$ cat src/rtl/sprite_upload_pkg.sv
package sprite_upload_pkg;

    // Width of the byte index inside an attribute record.
    localparam int REC_IDX_W   = 3;

    // Bit of the 4th record byte that requests a 5th byte.
    localparam int EXT_FLAG_BIT = 6;

    // Number of renderer flags held in the status byte.
    localparam int N_FLAGS     = 2;

    // Bit positions of the renderer flags in the status byte.
    localparam int FLAG_COLL   = 0;
    localparam int FLAG_OVF    = 1;

    // Attribute record byte counter.
    typedef enum logic [REC_IDX_W-1:0] {
        REC_B0 = 3'd0,
        REC_B1 = 3'd1,
        REC_B2 = 3'd2,
        REC_B3 = 3'd3,
        REC_B4 = 3'd4
    } rec_state_e;

endpackage

$ cat src/rtl/attr_sequencer.sv
module attr_sequencer
    import sprite_upload_pkg::*;
#(
    parameter int SLOT_W = 6,
    parameter int DATA_W = 8
) (
    input  logic                          clk,
    input  logic                          rst_n,
    input  logic                          sel_wr,
    input  logic [SLOT_W-1:0]             sel_slot,
    input  logic                          wr,
    input  logic [DATA_W-1:0]             wdata,
    output logic                          we,
    output logic [SLOT_W+REC_IDX_W-1:0]   addr,
    output logic [DATA_W-1:0]             wdata_o
);

    rec_state_e            state_q, state_d;
    logic [SLOT_W-1:0]     slot_q, slot_d;
    logic [REC_IDX_W-1:0]  byte_idx;

    // State register.
    always_ff @(posedge clk) begin
        if (!rst_n) begin
            state_q <= REC_B0;
            slot_q  <= '0;
        end else begin
            state_q <= state_d;
            slot_q  <= slot_d;
        end
    end

    // Next-state logic: RESYNC, ADVANCE, EXTEND, CLOSE_SHORT, CLOSE_LONG.
    always_comb begin
        state_d = state_q;
        slot_d  = slot_q;
        if (sel_wr) begin
            // RESYNC
            state_d = REC_B0;
            slot_d  = sel_slot;
        end else if (wr) begin
            unique case (state_q)
                REC_B0: state_d = REC_B1;
                REC_B1: state_d = REC_B2;
                REC_B2: state_d = REC_B3;
                REC_B3: begin
                    if (wdata[EXT_FLAG_BIT]) begin
                        // EXTEND
                        state_d = REC_B4;
                    end else begin
                        // CLOSE_SHORT
                        state_d = REC_B0;
                        slot_d  = slot_q + 1'b1;
                    end
                end
                REC_B4: begin
                    // CLOSE_LONG
                    state_d = REC_B0;
                    slot_d  = slot_q + 1'b1;
                end
                default: state_d = REC_B0;
            endcase
        end
    end

    // Output logic.
    always_comb begin
        we      = wr;
        wdata_o = wdata;
        unique case (state_q)
            REC_B0:  byte_idx = 3'd0;
            REC_B1:  byte_idx = 3'd1;
            REC_B2:  byte_idx = 3'd2;
            REC_B3:  byte_idx = 3'd3;
            REC_B4:  byte_idx = 3'd4;
            default: byte_idx = 3'd0;
        endcase
        addr = {slot_q, byte_idx};
    end

endmodule

$ cat src/rtl/pattern_pointer.sv
module pattern_pointer #(
    parameter int SLOT_W = 6,
    parameter int BYTE_W = 8,
    parameter int DATA_W = 8
) (
    input  logic                       clk,
    input  logic                       rst_n,
    input  logic                       sel_wr,
    input  logic [SLOT_W-1:0]          sel_slot,
    input  logic                       sel_half,
    input  logic                       wr,
    input  logic [DATA_W-1:0]          wdata,
    output logic                       we,
    output logic [SLOT_W+BYTE_W-1:0]   addr,
    output logic [DATA_W-1:0]          wdata_o
);

    localparam int ADDR_W = SLOT_W + BYTE_W;

    logic [ADDR_W-1:0] ptr_q, ptr_d;
    logic [BYTE_W-1:0] start_byte;

    // Start byte: 0 or the middle of the slot.
    always_comb begin
        start_byte = '0;
        start_byte[BYTE_W-1] = sel_half;
    end

    always_comb begin
        ptr_d = ptr_q;
        if (sel_wr) begin
            ptr_d = {sel_slot, start_byte};
        end else if (wr) begin
            ptr_d = ptr_q + 1'b1;
        end
    end

    always_ff @(posedge clk) begin
        if (!rst_n) begin
            ptr_q <= '0;
        end else begin
            ptr_q <= ptr_d;
        end
    end

    always_comb begin
        we      = wr;
        addr    = ptr_q;
        wdata_o = wdata;
    end

endmodule

$ cat src/rtl/status_flags.sv
module status_flags #(
    parameter int N = 2
) (
    input  logic         clk,
    input  logic         rst_n,
    input  logic         rd,
    input  logic [N-1:0] set,
    output logic [N-1:0] flags
);

    logic [N-1:0] flag_q;

    for (genvar i = 0; i < N; i++) begin : g_flag
        always_ff @(posedge clk) begin
            if (!rst_n) begin
                flag_q[i] <= 1'b0;
            end else if (rd) begin
                // A pulse arriving with the read survives it.
                flag_q[i] <= set[i];
            end else if (set[i]) begin
                flag_q[i] <= 1'b1;
            end
        end
    end

    assign flags = flag_q;

endmodule

$ cat src/rtl/sprite_upload_port.sv
module sprite_upload_port
    import sprite_upload_pkg::*;
#(
    parameter int SLOT_W = 6,
    parameter int BYTE_W = 8,
    parameter int DATA_W = 8
) (
    input  logic                         clk,
    input  logic                         rst_n,
    input  logic                         sel_wr,
    input  logic [DATA_W-1:0]            sel_data,
    input  logic                         attr_wr,
    input  logic [DATA_W-1:0]            attr_data,
    input  logic                         pat_wr,
    input  logic [DATA_W-1:0]            pat_data,
    input  logic                         stat_rd,
    input  logic                         coll_set,
    input  logic                         ovf_set,
    output logic [DATA_W-1:0]            stat_data,
    output logic                         attr_we,
    output logic [SLOT_W+REC_IDX_W-1:0]  attr_addr,
    output logic [DATA_W-1:0]            attr_wdata,
    output logic                         pat_we,
    output logic [SLOT_W+BYTE_W-1:0]     pat_addr,
    output logic [DATA_W-1:0]            pat_wdata
);

    localparam int HALF_BIT = DATA_W - 1;

    logic [SLOT_W-1:0]  sel_slot;
    logic               sel_half;
    logic [N_FLAGS-1:0] flag_set;
    logic [N_FLAGS-1:0] flags;
    logic               unused_sel_bits;

    assign sel_slot        = sel_data[SLOT_W-1:0];
    assign sel_half        = sel_data[HALF_BIT];
    assign unused_sel_bits = ^sel_data[HALF_BIT-1:SLOT_W];

    always_comb begin
        flag_set           = '0;
        flag_set[FLAG_COLL] = coll_set;
        flag_set[FLAG_OVF]  = ovf_set;
    end

    attr_sequencer #(
        .SLOT_W (SLOT_W),
        .DATA_W (DATA_W)
    ) u_attr (
        .clk      (clk),
        .rst_n    (rst_n),
        .sel_wr   (sel_wr),
        .sel_slot (sel_slot),
        .wr       (attr_wr),
        .wdata    (attr_data),
        .we       (attr_we),
        .addr     (attr_addr),
        .wdata_o  (attr_wdata)
    );

    pattern_pointer #(
        .SLOT_W (SLOT_W),
        .BYTE_W (BYTE_W),
        .DATA_W (DATA_W)
    ) u_pat (
        .clk      (clk),
        .rst_n    (rst_n),
        .sel_wr   (sel_wr),
        .sel_slot (sel_slot),
        .sel_half (sel_half),
        .wr       (pat_wr),
        .wdata    (pat_data),
        .we       (pat_we),
        .addr     (pat_addr),
        .wdata_o  (pat_wdata)
    );

    status_flags #(
        .N (N_FLAGS)
    ) u_stat (
        .clk   (clk),
        .rst_n (rst_n),
        .rd    (stat_rd),
        .set   (flag_set),
        .flags (flags)
    );

    assign stat_data = {{(DATA_W-N_FLAGS){1'b0}}, flags};

endmodule

$ cat config.mk
export PLATFORM = sky130hd
export DESIGN_NAME = sprite_upload_port
export DESIGN_NICKNAME = d
export VERILOG_FILES = /design/src/rtl/sprite_upload_pkg.sv /design/src/rtl/attr_sequencer.sv /design/src/rtl/pattern_pointer.sv /design/src/rtl/status_flags.sv /design/src/rtl/sprite_upload_port.sv
export SDC_FILE = /design/constraint.sdc
export NUM_CORES = 1
export LEC_CHECK = 0
export BUFFER_PORTS_ARGS = -buffer_cell sky130_fd_sc_hd__buf_2
export CAP_MARGIN = 20
export CORE_UTILIZATION = 43
export DETAILED_ROUTE_END_ITERATION = 10
export GPL_ROUTABILITY_DRIVEN = 0
export HOLD_SLACK_MARGIN = 0.02
export PLACE_DENSITY = 0.83
export SYNTH_ARGS = -nofsm -noshare
export SYNTH_HDL_FRONTEND = slang
export SYNTH_SLANG_ARGS = --single-unit
$ cat constraint.sdc
create_clock -name clk -period 1.6 [get_ports clk]
set_clock_uncertainty 0.05 [all_clocks]
set_input_delay 0.16 -clock clk [delete_from_list [all_inputs] [get_ports clk]]
set_output_delay 0.16 -clock clk [all_outputs]
set_load 0.02 [all_outputs]
# After elaboration in Yosys (flattened, before gate mapping)
# Index checks and enable logic that the tools add are counted.
# op_classes
mux,13
n_eq_ne,5
reduce_logical,8
div,0
n_mul,0
n_lt_le_gt_ge,0
add_sub_neg,2
bitwise,1
shifts,0
# op_table
cell,count
$mux 14,2
$pmux 3 s4,2
$mux 6,3
$add 14x1->14 const B,1
$pmux 6 s2,1
$reduce_bool 2->1,4
$add 6x1->6 const B,1
$eq 3x2->1 const B,2
$mux 1,4
$eq 3x1->1 const B,1
$eq 3x3->1 const B,1
$logic_not 3->1,1
$mux 3,1
$ne 3x3->1 const B,1
$reduce_and 3->1,1
$reduce_bool 3->1,1
$reduce_or 2->1,1
$not 1->1,1
# word_totals
output_inout_bits,49
mem_bits_rw,0
mem_bits_ro,0
wordCells,35
reg_bits,25
n_memories,0
latchBits,0

# Longest topological paths before layout
# logic_depth
depth_word,5
ltp_mapped,5
ltp_nobuf,5

# Hierarchy
# Synthesis repeated with hierarchy kept, for this count alone.
# hier_totals
cells_unflattened,184
hier_area_um2,1631.6
# modules_own_cells
module,seq_area_each_um2,n_inst,cells_each,area_per_inst_um2
pattern_pointer,280.3,1,89,774.5
attr_sequencer,180.2,1,82,740.7
status_flags,40.0,1,6,67.6
sprite_upload_port,0.0,1,7,48.8

# Least setup slack after synthesis
# Ideal clock, no wire load.
# synth_timing
path_type,reg2reg
start,"register u_pat.ptr_q[3], in the netlist u_pat.addr[3]"
end,"register u_pat.ptr_q[13], in the netlist u_pat.addr[13]"
path_stages_with_launch,5
period_less_slack_ns,1.529
path_buffers,0
setup_slack_ns,0.071
t_arrival_ns,1.347
path_cell_list,dfxtp_1 > nand4_1 > nor4_1 > xnor2_1 > a21oi_1
# synth_between
elab_chain_len,3
# synth_lines
item,line,text
from (decl),pattern_pointer.sv:20,"logic [ADDR_W-1:0] ptr_q, ptr_d;"
from (signal assigned),pattern_pointer.sv:42,ptr_q <= ptr_d;
$add 14x1->14,pattern_pointer.sv:34,ptr_d = ptr_q + 1'b1;
$mux 14,pattern_pointer.sv:33,end else if (wr) begin
$mux 14,pattern_pointer.sv:31,if (sel_wr) begin
# No other way between the ends. The select of a mux whose other input is x is not followed.
# A chain may end at the register's enable or synchronous reset.

# Final worst setup path
# layout_timing
start,register u_attr.state_q[0]
end,output port attr_addr[2]
# layout_between
elab_chain_len,2
elab_cells_between_ends,5
classes_between,eq/ne (4); mux (1)
# layout_lines
item,line,text
from (decl),attr_sequencer.sv:18,"rec_state_e state_q, state_d;"
from (signal assigned),attr_sequencer.sv:28,state_q <= state_d;
"$eq 3x3->1, or another cell as far along",attr_sequencer.sv:70,unique case (state_q)
$pmux 3 s4 *,attr_sequencer.sv:70,
to (decl),sprite_upload_port.sv:21,"output logic [SLOT_W+REC_IDX_W-1:0] attr_addr,"
# Mark *: on every way between the ends. The rest lies on a longest branch, timed or not.

==> impl_metrics.env <==
export IMPL_fin_crit_ps=1540
export IMPL_die_w_um=58.2
export IMPL_synth_top_family_by_area="simple AND/OR/NAND/NOR gates"
export IMPL_coreArea_um2=3030
export IMPL_min_path_type="input port to flip-flop"
export IMPL_yosysSeqAreaShare=0.368
export IMPL_final_period_utilization=0.961
export IMPL_path_class="flip-flop to primary output"
export IMPL_synth_simple_area_share=0.184
export IMPL_yosys_area_top_type="dfxtp_1"
export IMPL_postSynthCellCount=164
export IMPL_grt_use_total=0.169
export IMPL_finalMaxSlewViolations=0
export IMPL_synth_top_area_frac=0.368
export IMPL_p_leak_nw=0.684
export IMPL_final_layout_size_suffix_gt1_frac=0.303
export IMPL_wl_met1_um=1260
export IMPL_power_frac_comb=0.181
export IMPL_switching_share=0.281
export IMPL_synth_ff_type="dfxtp_1"
export IMPL_fp_dieArea_um2=3390
export IMPL_root_buffer="clkbuf_4"
export IMPL_synth_compound_area_frac=0.138
export IMPL_wl_per_cell_um=11.4
export IMPL_cts_setup_buffers=0
export IMPL_crit_arrival_ps=1330
export IMPL_routed_wl_um=2750
export IMPL_multiInputGateArea_um2=662
export IMPL_internal_power_mw=0.831
export IMPL_synth_adder_area_share=0.0184
export IMPL_post_place_ws_ps=112
export IMPL_die_y_um=58.2
export IMPL_via_count=1162
export IMPL_syn_to_final_growth_pct=15.5
export IMPL_cts_buffers=3
export IMPL_n_fill_cell=308
export IMPL_fin_setup_tns_ps=0
export IMPL_synth_edf_count=0
export IMPL_first_global_vias=1063
export IMPL_async_flop_share=0
export IMPL_cts_tree="built"
export IMPL_first_iter_violations=51
export IMPL_cp_max_fo=7
export IMPL_syn_avg_cell_area_um2=8.29
export IMPL_p_per_area_nw_per_um2=735
export IMPL_mostFrequentLayoutCells="buf_2, a21oi_1, dfxtp_1, xnor2_1, nor2_1"
export IMPL_power_switching_mw=0.324
export IMPL_synthTopCellsByArea="dfxtp_1, buf_4, a21oi_1"
export IMPL_grt_max_degree=14
export IMPL_fmax_mhz=650
export IMPL_drv_cap=0
export IMPL_clk_path_buf_depth=2
export IMPL_pwr_share_seq=0.587
export IMPL_synth_xor_area_share=0.109
export IMPL_routed_via_density=4.80
export IMPL_antenna_left=0
export IMPL_cts_sinks=25
export IMPL_setup_viol=0
export IMPL_wl_met3_um=113
export IMPL_grt_pass1_wl_um=4450
export IMPL_first_pass_iters=4
export IMPL_wl_met2_um=1370
export IMPL_overflow=0
export IMPL_status="finished, final reports clean"
export IMPL_yosys_register_bits=25
export IMPL_layout_area_seq_um2=503
export IMPL_io_buffer_count=43
export IMPL_start_util=0.449
export IMPL_rsz0062_at_grt="no"
export IMPL_start_kind="flip-flop"
export IMPL_fin_ws_ps=62.0
export IMPL_peakVddDrop_mv=0.493
export IMPL_drc=0
export IMPL_final_common_cell="buf_2"
export IMPL_dp_hpwl_um=2090
export IMPL_n_antenna_cell=0
export IMPL_synth_area_um2=1360
export IMPL_synth_area_mux_share=0.0147
export IMPL_yosys_warnings=0
export IMPL_insertion_delay_ps=310
export IMPL_netlist_cell_type_count=29
export IMPL_rows=20
export IMPL_top_layer_used="met4"
export IMPL_p_clk_frac=0.231
export IMPL_clkSlewWorstSetupHoldPaths_ps=120
export IMPL_worstPathRequired_ps=1390
export IMPL_antenna_found_initial=0
export IMPL_io_pins=81
export IMPL_critPathCaptureType="primary output"
export IMPL_layout_nets=233
export IMPL_htreeDepth=1
export IMPL_hold_violations=0
[layout make-up]
class                      count  area share
sequential                    25       0.320
tap                           44      0.0350
timing repair buffer          54       0.193
clock buffer                   4      0.0167
multi-input combinational    109       0.421
inverter                       6      0.0143
[critical path, stage by stage (launching register included)]
cell and delay, ps:
dfxtp_2 370, or3b_4 440, inv_1 60, buf_2 150
[synth_stat cells, drive strengths merged (3+ instances only)]
master and number:
buf 26, dfxtp 25, a21oi 23, xnor2 12
nor2 11, nand2 9, nand4 8, o21ai 8
inv 6, nor3 5, xor2 5, clkbuf 3
nor3b 3
[metal layers]
layer | up-vias | GRT usage
met3 | 2 | 0.0246
li1 | 602 | -
met1 | 523 | 0.203
met2 | 35 | 0.296
met4 | 0 | 0.0816
met5 | - | 0
[kinds of logic after synthesis]
logic type      after synthesis
simple gates                 47
compound gates               35
xor+xnor                     17
flops                        25
other cells                   1
fa+ha+maj                     2
buf+inv                      35
mux                           2
[repair_timing]
item,4_1_cts,5_1_grt
endpoints found under the setup margin,1,2
cloned,0,0
hold buffers,2,0
endpoints found under the hold margin,2,0
gates resized for setup,1,3
[power groups by stage]
stage / combinational [mW] / clock (mW) / sequential, mW
after floorplan: 0.163 / 0 / 0.725
after global placement: 0.202 / 0 / 0.690
after detailed placement: 0.206 / 0 / 0.691
after CTS: 0.211 / 0.281 / 0.678
after global routing: 0.231 / 0.301 / 0.683
final: 0.209 / 0.267 / 0.678
[worst paths after layout]
path | slack [ps] | startpoint | end | cells past startpoint
hold reg to reg | 450 | u_stat.flags[1]$_SDFFE_PN0P_ | u_stat.flags[1]$_SDFFE_PN0P_ | 2
setup / recovery | 60 | u_attr.state_q[0]$_SDFFE_PP0P_ | attr_addr[2] | 3
hold / removal | 80 | sel_data[7] | u_pat.addr[7]$_SDFFE_PN0P_ | 3
setup reg to reg | 150 | u_attr.state_q[2]$_SDFFE_PP0P_ | u_attr.slot_q[5]$_SDFFE_PN0P_ | 5
[state kept, by name (all words and copies together) (netlist names)]
signal and flops:
u_attr.state_q 3, u_stat.flags 2, u_pat.addr 14, u_attr.slot_q 6
[metrics by stage]
| step | util | cells | hold slack [ps] | power (mW) | cell area (um2) |
|---|---|---|---|---|---|
| final | 0.519 | 242 | 79.6 | 1.15 | 1570 |
| after CTS | 0.517 | 242 | 78.8 | 1.17 | 1560 |
| after global routing | 0.519 | 242 | 94.0 | 1.21 | 1570 |
| after detailed placement | 0.500 | 236 | 270 | 0.897 | 1520 |
| after global placement | 0.500 | 236 | 270 | 0.892 | 1520 |
| after floorplan | - | 169 | 227 | 0.888 | 1380 |
Power figures use the tool's default switching activity.
